## config.mk

```make
export PLATFORM = sky130hd
export DESIGN_NAME = prog_seq
export DESIGN_NICKNAME = d
export VERILOG_FILES = /design/src/rtl/prog_seq_pkg.sv /design/src/rtl/prog_seq_arb.sv /design/src/rtl/prog_seq_stack.sv /design/src/rtl/prog_seq.sv
export SDC_FILE = /design/constraint.sdc
export NUM_CORES = 1
export LEC_CHECK = 0
export BUFFER_PORTS_ARGS = -buffer_cell sky130_fd_sc_hd__buf_2
export CORE_AREA = 10 10 132 134
export DETAILED_ROUTE_END_ITERATION = 12
export DIE_AREA = 0 0 142 144
export GPL_ROUTABILITY_DRIVEN = 0
export GPL_TIMING_DRIVEN = 0
export PLACE_DENSITY = 0.58
export SLEW_MARGIN = 20
export SYNTH_ARGS = -nofsm -noshare
export SYNTH_HDL_FRONTEND = slang
export SYNTH_SLANG_ARGS = --single-unit
```

## constraint.sdc

```tcl
create_clock -name clk -period 2.8 [get_ports clk]
set_clock_uncertainty 0.15 [all_clocks]
set_input_delay 0.84 -clock clk [delete_from_list [all_inputs] [get_ports clk]]
set_output_delay 0.84 -clock clk [all_outputs]
set_load 0.02 [all_outputs]
```

## src/rtl/prog_seq_pkg.sv

```systemverilog
package prog_seq_pkg;

    typedef enum logic {
        ST_VECTOR = 1'b0,
        ST_RUN    = 1'b1
    } seq_state_e;

    typedef enum logic [2:0] {
        OP_HOLD = 3'd0,
        OP_INC  = 3'd1,
        OP_JUMP = 3'd2,
        OP_CALL = 3'd3,
        OP_RET  = 3'd4,
        OP_IRQ  = 3'd5
    } seq_op_e;

endpackage

```

## src/rtl/prog_seq_arb.sv

```systemverilog
module prog_seq_arb
    import prog_seq_pkg::*;
(
    input  logic    run,
    input  logic    cmd_inc,
    input  logic    cmd_jump,
    input  logic    cmd_call,
    input  logic    cmd_ret,
    input  logic    cmd_irq,
    output seq_op_e op
);

    // Fixed priority: interrupt, call, return, jump, step.
    always_comb begin
        op = OP_HOLD;
        if (run) begin
            if (cmd_irq)       op = OP_IRQ;
            else if (cmd_call) op = OP_CALL;
            else if (cmd_ret)  op = OP_RET;
            else if (cmd_jump) op = OP_JUMP;
            else if (cmd_inc)  op = OP_INC;
        end
    end

endmodule

```

## src/rtl/prog_seq_stack.sv

```systemverilog
module prog_seq_stack #(
    parameter  int AW    = 13,
    parameter  int DEPTH = 8,
    localparam int PTR_W = $clog2(DEPTH)
) (
    input  logic             clk,
    input  logic             rst_n,
    input  logic             push,
    input  logic             pop,
    input  logic [AW-1:0]    push_data,
    output logic [AW-1:0]    top_data,
    output logic [PTR_W-1:0] ptr
);

    logic [AW-1:0]    slot_q [DEPTH];
    logic [PTR_W-1:0] ptr_q;
    logic [PTR_W-1:0] ptr_dec;

    // Pointer names the next free slot; it wraps silently in both directions.
    assign ptr_dec  = ptr_q - 1'b1;
    assign top_data = slot_q[ptr_dec];
    assign ptr      = ptr_q;

    always_ff @(posedge clk or negedge rst_n) begin
        if (!rst_n) begin
            ptr_q <= '0;
        end else if (push) begin
            ptr_q <= ptr_q + 1'b1;
        end else if (pop) begin
            ptr_q <= ptr_dec;
        end
    end

    for (genvar gi = 0; gi < DEPTH; gi++) begin : g_slot
        always_ff @(posedge clk or negedge rst_n) begin
            if (!rst_n) begin
                slot_q[gi] <= '0;
            end else if (push && (ptr_q == PTR_W'(gi))) begin
                slot_q[gi] <= push_data;
            end
        end
    end

endmodule

```

## src/rtl/prog_seq.sv

```systemverilog
module prog_seq
    import prog_seq_pkg::*;
#(
    parameter  int          PC_W        = 13,
    parameter  int          IMPL_WORDS  = 1024,
    parameter  int          STACK_DEPTH = 8,
    parameter  logic [12:0] RESET_VEC   = 13'h0000,
    parameter  logic [12:0] IRQ_VEC     = 13'h0004,
    localparam int          IMPL_W      = $clog2(IMPL_WORDS),
    localparam int          PTR_W       = $clog2(STACK_DEPTH)
) (
    input  logic              clk,
    input  logic              rst_n,
    input  logic              cmd_inc,
    input  logic              cmd_jump,
    input  logic              cmd_call,
    input  logic              cmd_ret,
    input  logic              cmd_irq,
    input  logic [PC_W-1:0]   target_addr,
    output logic [PC_W-1:0]   pc_out,
    output logic [IMPL_W-1:0] fetch_addr
);

    seq_state_e       state_q, state_d;
    seq_op_e          op;
    logic             run_q;
    logic [PC_W-1:0]  pc_q, pc_d, pc_next_seq;
    logic             stk_push, stk_pop;
    logic [PC_W-1:0]  stk_top;
    logic [PTR_W-1:0] stk_ptr;

    // State register.
    always_ff @(posedge clk or negedge rst_n) begin
        if (!rst_n) state_q <= ST_VECTOR;
        else        state_q <= state_d;
    end

    always_comb begin
        state_d = state_q;
        unique case (state_q)
            ST_VECTOR: state_d = ST_RUN;   // VECTOR_TO_RUN
            ST_RUN:    state_d = ST_RUN;   // RUN_STAY
        endcase
    end

    assign run_q = (state_q == ST_RUN);

    prog_seq_arb u_arb (
        .run      (run_q),
        .cmd_inc  (cmd_inc),
        .cmd_jump (cmd_jump),
        .cmd_call (cmd_call),
        .cmd_ret  (cmd_ret),
        .cmd_irq  (cmd_irq),
        .op       (op)
    );

    assign pc_next_seq = pc_q + 1'b1;

    // Output process: next counter value and stack controls.
    always_comb begin
        pc_d     = pc_q;
        stk_push = 1'b0;
        stk_pop  = 1'b0;
        unique case (op)
            OP_HOLD: pc_d = pc_q;
            OP_INC:  pc_d = pc_next_seq;
            OP_JUMP: pc_d = target_addr;
            OP_CALL: begin
                pc_d     = target_addr;
                stk_push = 1'b1;
            end
            OP_RET: begin
                pc_d    = stk_top;
                stk_pop = 1'b1;
            end
            OP_IRQ: begin
                pc_d     = PC_W'(IRQ_VEC);
                stk_push = 1'b1;
            end
            default: pc_d = pc_q;
        endcase
    end

    always_ff @(posedge clk or negedge rst_n) begin
        if (!rst_n) pc_q <= PC_W'(RESET_VEC);
        else        pc_q <= pc_d;
    end

    prog_seq_stack #(
        .AW    (PC_W),
        .DEPTH (STACK_DEPTH)
    ) u_stack (
        .clk       (clk),
        .rst_n     (rst_n),
        .push      (stk_push),
        .pop       (stk_pop),
        .push_data (pc_next_seq),
        .top_data  (stk_top),
        .ptr       (stk_ptr)
    );

    assign pc_out     = pc_q;
    assign fetch_addr = pc_q[IMPL_W-1:0];

endmodule

```

# Yosys cells after proc, flatten, opt, wreduce, memory -nomap -nowiden
# Index checks and enable logic that the tools add are counted.
[totals] ff_bits=121 inputBits=20 elab_cells=55
[classes] addsub=3 n_lt_le_gt_ge=1 n_eq_ne=12 mux=14 bitwise_logic=1 reduce_logical=13
[op_table] cell="$pmux W13 S4" count=1
[op_table] cell="$bmux W13 S3" count=1
[op_table] cell="$mux W13" count=2
[op_table] cell="$mux W3" count=7
[op_table] cell="$eq A3 B3 Y1 const B" count=6
[op_table] cell="$add A13 B1 Y13 const B" count=1
[op_table] cell="$eq A3 B2 Y1 const B" count=4
[op_table] cell="$logic_and A1 B1 Y1" count=8
[op_table] cell="$eq A3 B1 Y1 const B" count=2
[op_table] cell="$ge A4 B4 Y1 const B" count=1
[op_table] cell="$not A3 Y4" count=1
[op_table] cell="$reduce_bool A4 Y1" count=1
[op_table] cell="$reduce_or A2 Y1" count=2
[op_table] cell="$add A3 B1 Y3 const B" count=1
[op_table] cell="$logic_not A3 Y1" count=1
[op_table] cell="$mux W1" count=3
[op_table] cell="$sub A3 B1 Y3 const B" count=1
[op_table] cell="$reduce_bool A2 Y1" count=1

# Depth between registers and ports, before layout
# Gate-level depths: netlist of run 1.
[logic_depth] ltp_word=10 mapped_depth=11 depth_no_buf=7

# By module
# From an unflattened synthesis of run 1, not the netlist that was laid out.
[unflattened] cells_unflattened=532 area_unflattened_um2=6424.9
[by_module_without_submodules] module="prog_seq_stack" instances=1 cells_each=383 area_per_inst_um2=5149.9 seq_area_each_um2=2677.6
[by_module_without_submodules] module="prog_seq" instances=1 cells_each=142 area_per_inst_um2=1224.9 seq_area_each_um2=350.3
[by_module_without_submodules] module="prog_seq_arb" instances=1 cells_each=7 area_per_inst_um2=50.0 seq_area_each_um2=0.0

# Least setup slack after synthesis of run 1
# OpenSTA, ideal clock, no wires.
[synth_timing] path_kind="reg2reg" start="register u_stack.ptr_q[0], in the netlist u_stack.ptr[0]" end="register pc_q[0], in the netlist pc_out[0]" setup_time_ps=120 t_arrival_ps=2427 slack_ps=103 stages_incl_launch_ff=11 n_path_buf=3 synth_period_minus_slack_ps=2697 path_cell_list="dfrtp_1 -> buf_6 -> buf_4 -> buf_4 -> inv_1 -> ha_1 -> xor2_2 -> mux4_2 -> mux2i_1 -> o221ai_1 -> a31o_2"
[synth_via] elab_chain_len=6
[synth_lines] item="start: declaration" line="prog_seq_stack.sv:16" text="logic [PTR_W-1:0] ptr_q;"
[synth_lines] item="start signal: assignment" line="prog_seq_stack.sv:28" text="ptr_q <= ptr_q + 1'b1;"
[synth_lines] item="start signal: assignment" line="prog_seq_stack.sv:30" text="ptr_q <= ptr_dec;"
[synth_lines] item="$sub A3 B1 Y3" line="prog_seq_stack.sv:20" text="assign ptr_dec = ptr_q - 1'b1;"
[synth_lines] item="$not A3 Y4 (implied by the code)" line="prog_seq_stack.sv:21" text="assign top_data = slot_q[ptr_dec];"
[synth_lines] item="$bmux W13 S3" line="prog_seq_stack.sv:21"
[synth_lines] item="$mux W13 (implied by the code) (2 in series)" line="prog_seq_stack.sv:21"
[synth_lines] item="$pmux W13 S4" line="prog_seq.sv:65" text="unique case (op)"
[synth_lines] item="end signal: assignment" line="prog_seq.sv:86" text="if (!rst_n) pc_q <= PC_W'(RESET_VEC);"
[synth_lines] item="end signal: assignment" line="prog_seq.sv:87" text="else pc_q <= pc_d;"
[synth_lines] item="end: declaration" line="prog_seq.sv:27" text="logic [PC_W-1:0] pc_q, pc_d, pc_next_seq;"
# No other way between the ends. The select of a mux whose other input is x is not followed.
# A chain may end at the register's enable or synchronous reset.

# Final worst setup path of run 1
# Ends and elaborated chain as after synthesis.

==> results_dict.tcl, run 1 <==
set metrics [dict create \
    status "finished clean" \
    netlist.area_leader.share_pct 51.9 \
    ys_async_sr_fraction_pct 100 \
    maxUsedRoutingLayer "met4" \
    rsz0062_at_grt "no" \
    synth_warnings 0 \
    hold_violations 0 \
    synth_cells 571 \
    min_period_over_period_pct 96.6 \
    cts_root_buf "clkbuf_16" \
    r2r_end "pc_out[0]$_DFFE_PN0P_" \
    design.die.area_sq_um 20400 \
    worstPathRequired_ns 2.96 \
    grt_max_degree 76 \
    io_pins 43 \
    layout-drive-gt1-share_pct 22.5 \
    worst_hold_path_type "in -> async" \
    drc 0 \
    wl_met3_mm 1.15 \
    ys_seq_area_share_pct 51.9 \
    syn_area_sq_um 5830 \
    syn2layout_area_growth_pct 22.0 \
    rows 45 \
    r2r_start "u_stack.ptr[0]$_DFFE_PN0P_" \
    setup-violations-final 0 \
    io_buffers 42 \
    critPathMaxFanout 11 \
    clk_path_buf_depth 2 \
    synth_edf_count 0 \
    dp_hpwl_mm 12.0 \
    power_density_nw_per_um2 1230 \
    cts_sinks 121 \
    path_clk_slew_ns 0.06 \
    drt-met1-wl_mm 7.59 \
    yosysTopAreaCell "dfrtp_1" \
    fp.dieW_microns 142 \
    worstMarginPinSlew_ns 0.881 \
    ys_ff_latch 121 \
    yosys_most_used_dff "dfrtp_1" \
    stdcell_area_sq_um 7110 \
    antenna_found_initial 0 \
    final_util_pct 47.8 \
    power_leakage_nw 3.18 \
    seqCellArea_sq_um 3030 \
    avgRoutedWirePerCell_microns 21.0 \
    fill_cells 1369 \
    slew_headroom_pct 40.9 \
    place_area_sq_um 6310 \
    diodes 0 \
    cap_violations 0 \
    ff2ff_setup_slack_ns 0.09 \
    track_usage_pct 17.7 \
    cts_made_buffers 17 \
    met2WireLength_mm 8.74 \
    crit_type "reg -> reg" \
    reg2reg_depth 9 \
    drv_slew 0 \
    grt_pass1_wl_mm 27.7 \
    vias 4740 \
    postSynthAreaPerCell_sq_um 10.2 \
    initial_core_util_pct 39.2 \
    synthTopCellsByCount "nand2_1 (133), dfrtp_1 (121), o21ai_0 (102)" \
    fp.dieH_microns 144 \
    first_pass_iters 5 \
    ant_nets 0 \
    clock.fmax_mhz 370 \
    nets 672 \
    period_needed_ns 2.71 \
    grt-ovfl-total 0 \
    drt-initial-drc-count 429 \
    routed_wl_mm 17.8 \
    ir_drop_v 0.000521 \
    cts_max_level 4 \
    insertion_delay_ns 0.42 \
    synth_area_leaders "dfrtp_1 (52%), o21ai_0 (8.8%), nand2_1 (8.6%)" \
    crit_path_end_kind "register" \
    core_area_sq_um 14900 \
    grt_pass1_vias 4648 \
    setup.worst_path.start_class "register" \
    multiInputGateArea_sq_um 2590 \
    routed_via_density 5.61 \
    ys_types 47 \
    cts_tree "done" \
    synth_most_common_cell "nand2_1" \
    cp.arrival_ns 2.86 \
    syn_nets 599 \
]
-- cell type report --
class / instances / share of cell area, %
multi-input combinational: 399 / 36.5
inverter: 8 / 0.475
tap: 188 / 3.31
clock inverter: 12 / 2.45
buffer: 42 / 3.71
clock buffer: 20 / 6.28
timing repair buffer: 55 / 4.70
sequential: 121 / 42.6
-- per-layer routing --
metal / track usage (%) / vias to the layer above
li1: - / 2147
met1: 22.3 / 2389
met2: 29.4 / 175
met3: 3.87 / 29
met4: 5.81 / 0
met5: 0 / -
-- cells by family (layout without fill, tap and decap cells) --
group	count (synthesis)	after routing	share of synthesized area (%)
buf+inv	51	137	4.72
flops	121	121	51.9
mux	38	38	10.9
simple gates	180	180	12.8
fa+ha+maj	8	8	1.72
xor+xnor	14	14	2.36
compound gates	158	158	15.4
other cells	1	1	0.0643
-- report_power, final --
part / switching (W) / total [W] / internal (W)
clock network: 0.000807 / 0.00231 / 0.00151
registers: 0.000457 / 0.00294 / 0.00249
logic: 0.00197 / 0.00352 / 0.00156
-- worst max-delay path by stage --
stage,depth (start not counted),endpoint,from
6_report,9,pc_out[0]$_DFFE_PN0P_,u_stack.ptr[0]$_DFFE_PN0P_
5_1_grt,9,pc_out[0]$_DFFE_PN0P_,u_stack.ptr[0]$_DFFE_PN0P_
4_1_cts,10,pc_out[0]$_DFFE_PN0P_,u_stack.ptr[0]$_DFFE_PN0P_
3_5_place_dp,11,pc_out[8]$_DFFE_PN0P_,u_stack.ptr[0]$_DFFE_PN0P_
3_3_place_gp,1,u_stack.slot_q[45]$_DFFE_PN0P_,rst_n
2_1_floorplan,10,pc_out[0]$_DFFE_PN0P_,u_stack.ptr[0]$_DFFE_PN0P_
-- through the flow --
step                TNS (ns)  hold slack [ns]  instances  total power, W  worst slack, ns
floorplan                  0            0.290        571         0.00506            0.103
global placement      -96.87            0.307        801         0.00598           -0.738
detailed placement    -10.71            0.315        802         0.00610           -0.778
CTS                        0            0.226        839         0.00868          0.00735
global route               0            0.245        845         0.00929           0.0230
finish                     0            0.211        845         0.00878           0.0946
-- critical path, cell delays in order, from the launching register on --
cell        delay, ns
dfrtp_1          0.42
buf_8            0.20
buf_12           0.13
clkinvlp_4       0.18
ha_4             0.24
xor2_4           0.26
mux4_2           0.38
mux2i_1          0.19
o221ai_1         0.17
a31o_2           0.25
-- placed cells by master, fill, tap and decap left out, types with 10 or more instances in the layout --
cell and instances:
mux4_2 20, xnor2_1 10, dfrtp_1 121, a21oi_1 19, clkbuf_1 21, o21ai_0 102
buf_2 43, a31oi_1 10, nor2_1 19, mux2i_1 12, nand3_1 10, nand2_1 133
clkbuf_16 17, buf_4 26
-- sequential cells by signal (all words and copies together), names as in the netlist --
name and flops:
u_stack.slot_q 104, u_stack.ptr 3, pc_out 13, run_q 1
-- what timing repair did --
| action | in CTS | in global routing |
|---|---|---|
| gates resized for setup | 18 | 5 |
| setup endpoints to repair | 36 | 15 |
| setup buffers | 5 | 7 |
| gates cloned | 0 | 0 |
| hold buffers | 0 | 0 |
| pin swaps | 2 | 4 |
Note: power is estimated with default switching activity, not from simulation.
==> inputs of run 2 (changes only) <==
--- a/config.mk
+++ b/config.mk
@@ -7,6 +7,7 @@
 export LEC_CHECK = 0
 export BUFFER_PORTS_ARGS = -buffer_cell sky130_fd_sc_hd__buf_2
 export CORE_AREA = 10 10 132 134
+export CTS_BUF_LIST = sky130_fd_sc_hd__clkbuf_8
 export DETAILED_ROUTE_END_ITERATION = 12
 export DIE_AREA = 0 0 142 144
 export GPL_ROUTABILITY_DRIVEN = 0
==> results_dict.tcl, run 2 (synthesis results as in run 1) <==
set metrics [dict create \
    status "finished clean" \
    finalNonFillerCells 845 \
    antenna_found_initial 0 \
    nets 672 \
    hold_violations 0 \
    cp.arrival_ns 2.88 \
    crit_path_start "u_stack.ptr[0]$_DFFE_PN0P_" \
    core_area_sq_um 14900 \
    critPathMaxFanout 11 \
    worstSetupEndpoint "pc_out[8]$_DFFE_PN0P_" \
    clk_path_buf_depth 2 \
    crit_type "reg -> reg" \
    syn2layout_area_growth_pct 18.7 \
    layout_common_cells "nand2_1 (133), dfrtp_1 (121), o21ai_0 (102)" \
    cts_root_buf "clkbuf_8" \
    maxUsedRoutingLayer "met4" \
    place_worst_setup_slack_ns -0.778 \
    clock.fmax_mhz 369 \
    cap_violations 0 \
    ff2ff_setup_slack_ns 0.09 \
    first_pass_iters 6 \
    dp.cells 802 \
    grt_max_degree 76 \
    rows 45 \
    vias 4721 \
    cts_max_level 4 \
    min_period_over_period_pct 96.8 \
    io_pins 43 \
    fill_cells 1387 \
    grt-ovfl-total 0 \
    crit_path_end_kind "register" \
    cts_hold_buf 0 \
    power_density_nw_per_um2 1180 \
    worstMarginPinSlew_ns 0.911 \
    ant_nets 0 \
    ir_drop_v 0.000349 \
    r2r_end "pc_out[8]$_DFFE_PN0P_" \
    cts_made_buffers 17 \
    grt_pass1_wl_mm 27.5 \
    diodes 0 \
    cts_sinks 121 \
    setup_slack_ns 0.0900 \
    met2WireLength_mm 8.65 \
    layout.cells.most_common "nand2_1" \
    setup.worst_path.start_class "register" \
    largest_register "u_stack.slot_q" \
    avgRoutedWirePerCell_microns 20.9 \
    rsz0062_at_grt "no" \
    path_clk_slew_ns 0.08 \
    layout-drive-gt1-share_pct 22.5 \
    routed_wl_mm 17.7 \
    dp_hpwl_mm 12.0 \
    routed_via_density 5.59 \
    drv_slew 0 \
    fp.dieH_microns 144 \
    io_buffers 42 \
    setup-violations-final 0 \
    design.die.area_sq_um 20400 \
    worst_hold_path_type "in -> async" \
    largest_reg_flops 104 \
    worstPathRequired_ns 2.97 \
    wl_met3_mm 1.21 \
    drt-met1-wl_mm 7.44 \
    cts_tree "done" \
    period_needed_ns 2.71 \
    initial_core_util_pct 39.2 \
    drc 0 \
    insertion_delay_ns 0.44 \
    whs_ns 0.182 \
    power_leakage_nw 3.10 \
    track_usage_pct 17.6 \
    reg2reg_depth 11 \
    r2r_start "u_stack.ptr[0]$_DFFE_PN0P_" \
    slew_headroom_pct 38.9 \
    drt-initial-drc-count 440 \
    fp.dieW_microns 142 \
    grt_pass1_vias 4645 \
]
[run 2: cell count changes in the layout (fill, tap and decap cells not counted)]
cell / delta
clkbuf_16: -17
clkbuf_8: +17
inv_1: +2
clkbuf_1: -2
[run 2: layer usage]
layer  global-route usage (%)  up-vias
met2                     28.9      191
li1                         -     2146
met3                     3.84       27
met4                     6.13        0
met5                        0        -
met1                     22.4     2357
[run 2: worst max-delay path, stage by stage, from the launching register on]
cell,delay (ns)
dfrtp_1,0.42
buf_8,0.19
buf_12,0.13
clkinvlp_4,0.17
ha_4,0.24
xor2_4,0.18
buf_4,0.17
buf_4,0.16
a2111oi_0,0.44
a31oi_1,0.11
nand3_1,0.12
a31oi_1,0.08
[run 2: metrics by stage]
step | TNS, ns | cell area [sq um] | power [W] | utilization, %
3_5_place_dp | -10.71 | 6310 | 0.00610 | 42.4
6_report | 0 | 6920 | 0.00817 | 46.5
4_1_cts | 0 | 6860 | 0.00807 | 46.2
5_1_grt | 0 | 6920 | 0.00867 | 46.5
3_3_place_gp | -96.87 | 6280 | 0.00598 | 42.2
2_1_floorplan | 0 | 5830 | 0.00506 | -
[run 2: worst min path at each step]
stage,depth (start not counted),slack [ns],end,from
finish,1,0.18,run_q$_DFF_PN0_,rst_n
global placement,2,0.31,u_stack.slot_q[57]$_DFFE_PN0P_,u_stack.slot_q[57]$_DFFE_PN0P_
global route,1,0.20,run_q$_DFF_PN0_,rst_n
CTS,1,0.19,run_q$_DFF_PN0_,rst_n
detailed placement,2,0.32,u_stack.slot_q[60]$_DFFE_PN0P_,u_stack.slot_q[60]$_DFFE_PN0P_
floorplan,2,0.29,u_stack.slot_q[79]$_DFFE_PN0P_,u_stack.slot_q[79]$_DFFE_PN0P_
[run 2: power by group]
group	total, W	internal, W	switching (W)	leakage, nW
Combinational	0.00353	0.00156	0.00197	1.34
Sequential	0.00293	0.00248	0.000453	1.54
Clock	0.00171	0.000982	0.000724	0.213
[run 2: what timing repair did]
item,CTS,global route
endpoints found under the setup margin,37,19
buffers inserted,5,7
pin swaps,2,4
resized for setup,18,5
[run 2: layout make-up]
| class | count | area, sq um | area share (%) |
|---|---|---|---|
| Buffer | 42 | 264 | 3.82 |
| Clock buffer | 18 | 248 | 3.58 |
| Clock inverter | 14 | 181 | 2.62 |
| Inverter | 8 | 33.8 | 0.488 |
| Multi-Input combinational cell | 399 | 2590 | 37.5 |
| Sequential cell | 121 | 3030 | 43.8 |
| Tap cell | 188 | 235 | 3.40 |
| Timing Repair Buffer | 55 | 334 | 4.83 |
==> inputs of run 3 (changes only) <==
--- a/config.mk
+++ b/config.mk
@@ -6,13 +6,15 @@
 export NUM_CORES = 1
 export LEC_CHECK = 0
 export BUFFER_PORTS_ARGS = -buffer_cell sky130_fd_sc_hd__buf_2
-export CORE_AREA = 10 10 132 134
+export CELL_PAD_IN_SITES_DETAIL_PLACEMENT = 1
+export CELL_PAD_IN_SITES_GLOBAL_PLACEMENT = 2
+export CORE_AREA = 10 10 137 139
 export CTS_BUF_LIST = sky130_fd_sc_hd__clkbuf_8
 export DETAILED_ROUTE_END_ITERATION = 12
-export DIE_AREA = 0 0 142 144
+export DIE_AREA = 0 0 147 149
 export GPL_ROUTABILITY_DRIVEN = 0
 export GPL_TIMING_DRIVEN = 0
-export PLACE_DENSITY = 0.58
+export PLACE_DENSITY = 0.77
 export SLEW_MARGIN = 20
 export SYNTH_ARGS = -nofsm -noshare
 export SYNTH_HDL_FRONTEND = slang
==> results_dict.tcl, run 3 (synthesis results as in run 1) <==
set metrics [dict create \
    finalNonFillerCells 872 \
    rows 47 \
    finalSetupTns_ns 0 \
    fp.dieH_microns 149 \
    clk_path_buf_depth 2 \
    insertion_delay_ns 0.46 \
    crit_path_end_kind "register" \
    cap_violations 0 \
    ant_nets 0 \
    fp.dieW_microns 147 \
    power_leakage_nw 3.09 \
    p_switching_w 0.00330 \
    setup.worst_path.start_class "register" \
    io_pins 43 \
    layout_common_cells "nand2_1 (133), dfrtp_1 (121), o21ai_0 (102)" \
    dp.cells 834 \
    fill_cells 1816 \
    crit_chain "buf_12, buf_12, buf_12, clkinvlp_4, ha_4, xor2_4, mux4_2, mux2i_4, o221ai_2, a31o_2" \
    syn2layout_area_growth_pct 19.0 \
    largest_register "u_stack.slot_q" \
    worstPathRequired_ns 3.00 \
    nets 668 \
    drt-initial-drc-count 344 \
    cp.arrival_ns 2.92 \
    slowest_delay_ns 0.41 \
    core_area_sq_um 16200 \
    grt_pass1_wl_mm 31.2 \
    grt-ovfl-total 0 \
    status "finished clean" \
    path_clk_slew_ns 0.08 \
    setup-violations-final 0 \
    routed_wl_mm 19.4 \
    avgRoutedWirePerCell_microns 22.2 \
    largest_reg_flops 104 \
    cts_max_level 4 \
    routed_via_density 5.46 \
    finalPower_w 0.00828 \
    design.die.area_sq_um 21900 \
    antenna_found_initial 0 \
    cts_sinks 121 \
    critPathMaxFanout 10 \
    crit_buf_inv 4 \
    critPathMostFrequentCell "buf_12" \
    cp_slowest_cell "dfrtp_1" \
    cts_root_buf "clkbuf_8" \
    sw_frac_of_total_pct 39.9 \
    cts_made_buffers 17 \
    power_density_nw_per_um2 1190 \
    drc 0 \
    period_needed_ns 2.71 \
    rsz0062_at_grt "yes" \
    grt_pass1_vias 5185 \
    io_buffers 42 \
    layout.cells.most_common "nand2_1" \
    dp_hpwl_mm 13.7 \
    cts_tree "done" \
    ir_drop_v 0.000370 \
    drv_slew 0 \
    clock.fmax_mhz 368 \
    diodes 0 \
    p_int_w 0.00497 \
    p_comb_share_pct 44.8 \
    slew_headroom_pct 34.8 \
    grt_max_degree 68 \
    layout-drive-gt1-share_pct 22.2 \
    clkPwrFrac_pct 19.6 \
    cp_top_family "multiplexers" \
    track_usage_pct 18.4 \
    worstMarginPinSlew_ns 0.979 \
    crit_type "reg -> reg" \
    min_period_over_period_pct 96.9 \
    cts_hold_buf 0 \
    hold_violations 0 \
    worst_hold_path_type "in -> async" \
    initial_core_util_pct 36.1 \
    first_pass_iters 4 \
    power_frac_seq_pct 35.6 \
    vias 4757 \
]
## run 3: cell types whose count changed in the layout (fill, tap and decap cells not counted), sizes merged
cell / before / now
clkinv: 4 / 5
bufinv: 4 / 2
buf: 77 / 73
clkbuf: 38 / 42
inv: 9 / 8
clkinvlp: 5 / 2
## run 3: per-layer routing
| layer | share of wire (%) | wire [microns] | track usage (%) | vias to the layer above |
|---|---|---|---|---|
| met5 | 0 | 0 | 0 | - |
| met4 | 1.9 | 373 | 7.14 | 0 |
| met3 | 5.3 | 1030 | 4.55 | 26 |
| li1 | - | - | - | 2147 |
| met2 | 48 | 9240 | 30.2 | 115 |
| met1 | 45 | 8740 | 23.2 | 2469 |
## run 3: final timing paths
| path | startpoint | end | slack [ns] | cells past startpoint |
|---|---|---|---|---|
| worst max-delay path | u_stack.ptr[0]$_DFFE_PN0P_ | pc_out[0]$_DFFE_PN0P_ | 0.09 | 10 |
| min in group clk | u_stack.slot_q[57]$_DFFE_PN0P_ | u_stack.slot_q[57]$_DFFE_PN0P_ | 0.33 | 2 |
| worst min register to register | u_stack.slot_q[57]$_DFFE_PN0P_ | u_stack.slot_q[57]$_DFFE_PN0P_ | 0.33 | 2 |
| worst max register to register | u_stack.ptr[0]$_DFFE_PN0P_ | pc_out[0]$_DFFE_PN0P_ | 0.09 | 10 |
| worst min-delay path | rst_n | u_stack.slot_q[58]$_DFFE_PN0P_ | 0.20 | 1 |
| max in group asynchronous | rst_n | u_stack.ptr[0]$_DFFE_PN0P_ | 1.57 | 2 |
## run 3: worst reg2reg max path, cell delays in order, from the launching register on
cell and delay (ns):
dfrtp_1 0.41, buf_12 0.13, buf_12 0.15, buf_12 0.12, clkinvlp_4 0.17, ha_4 0.24, xor2_4 0.25, mux4_2 0.39
mux2i_4 0.22, o221ai_2 0.14, a31o_2 0.24
## run 3: final cells by class
type                       instances  area [sq um]  share of cell area (%)
inverter                           8          33.8                   0.487
clock inverter                     9          96.3                    1.39
sequential                       121          3030                    43.6
tap                              220           275                    3.97
timing repair buffer              50           300                    4.33
multi-input combinational        399          2600                    37.5
buffer                            43           302                    4.35
clock buffer                      22           303                    4.36
## run 3: power groups by stage
stage	Sequential [W]	Combinational, W	Clock [W]
6_report	0.00295	0.00371	0.00162
3_5_place_dp	0.00296	0.00329	0
3_3_place_gp	0.00291	0.00318	0
4_1_cts	0.00294	0.00362	0.00165
5_1_grt	0.00303	0.00405	0.00175
2_1_floorplan	0.00285	0.00220	0
## run 3: through the flow
step                worst slack [ns]  hold slack (ns)  util [%]  area [sq um]
global placement              -0.991            0.304      39.1          6320
detailed placement             -1.02            0.316      39.3          6350
CTS                           0.0553            0.200      42.7          6910
finish                        0.0854            0.202      42.9          6940
floorplan                      0.103            0.290         -          5830
global route                 -0.0336            0.207      42.9          6940
## run 3: repair_timing
item | 4_1_cts | 5_1_grt
gates resized for setup | 24 | 7
setup endpoints to repair | 50 | 7
pin swaps | 3 | 5
setup buffers | 7 | 0
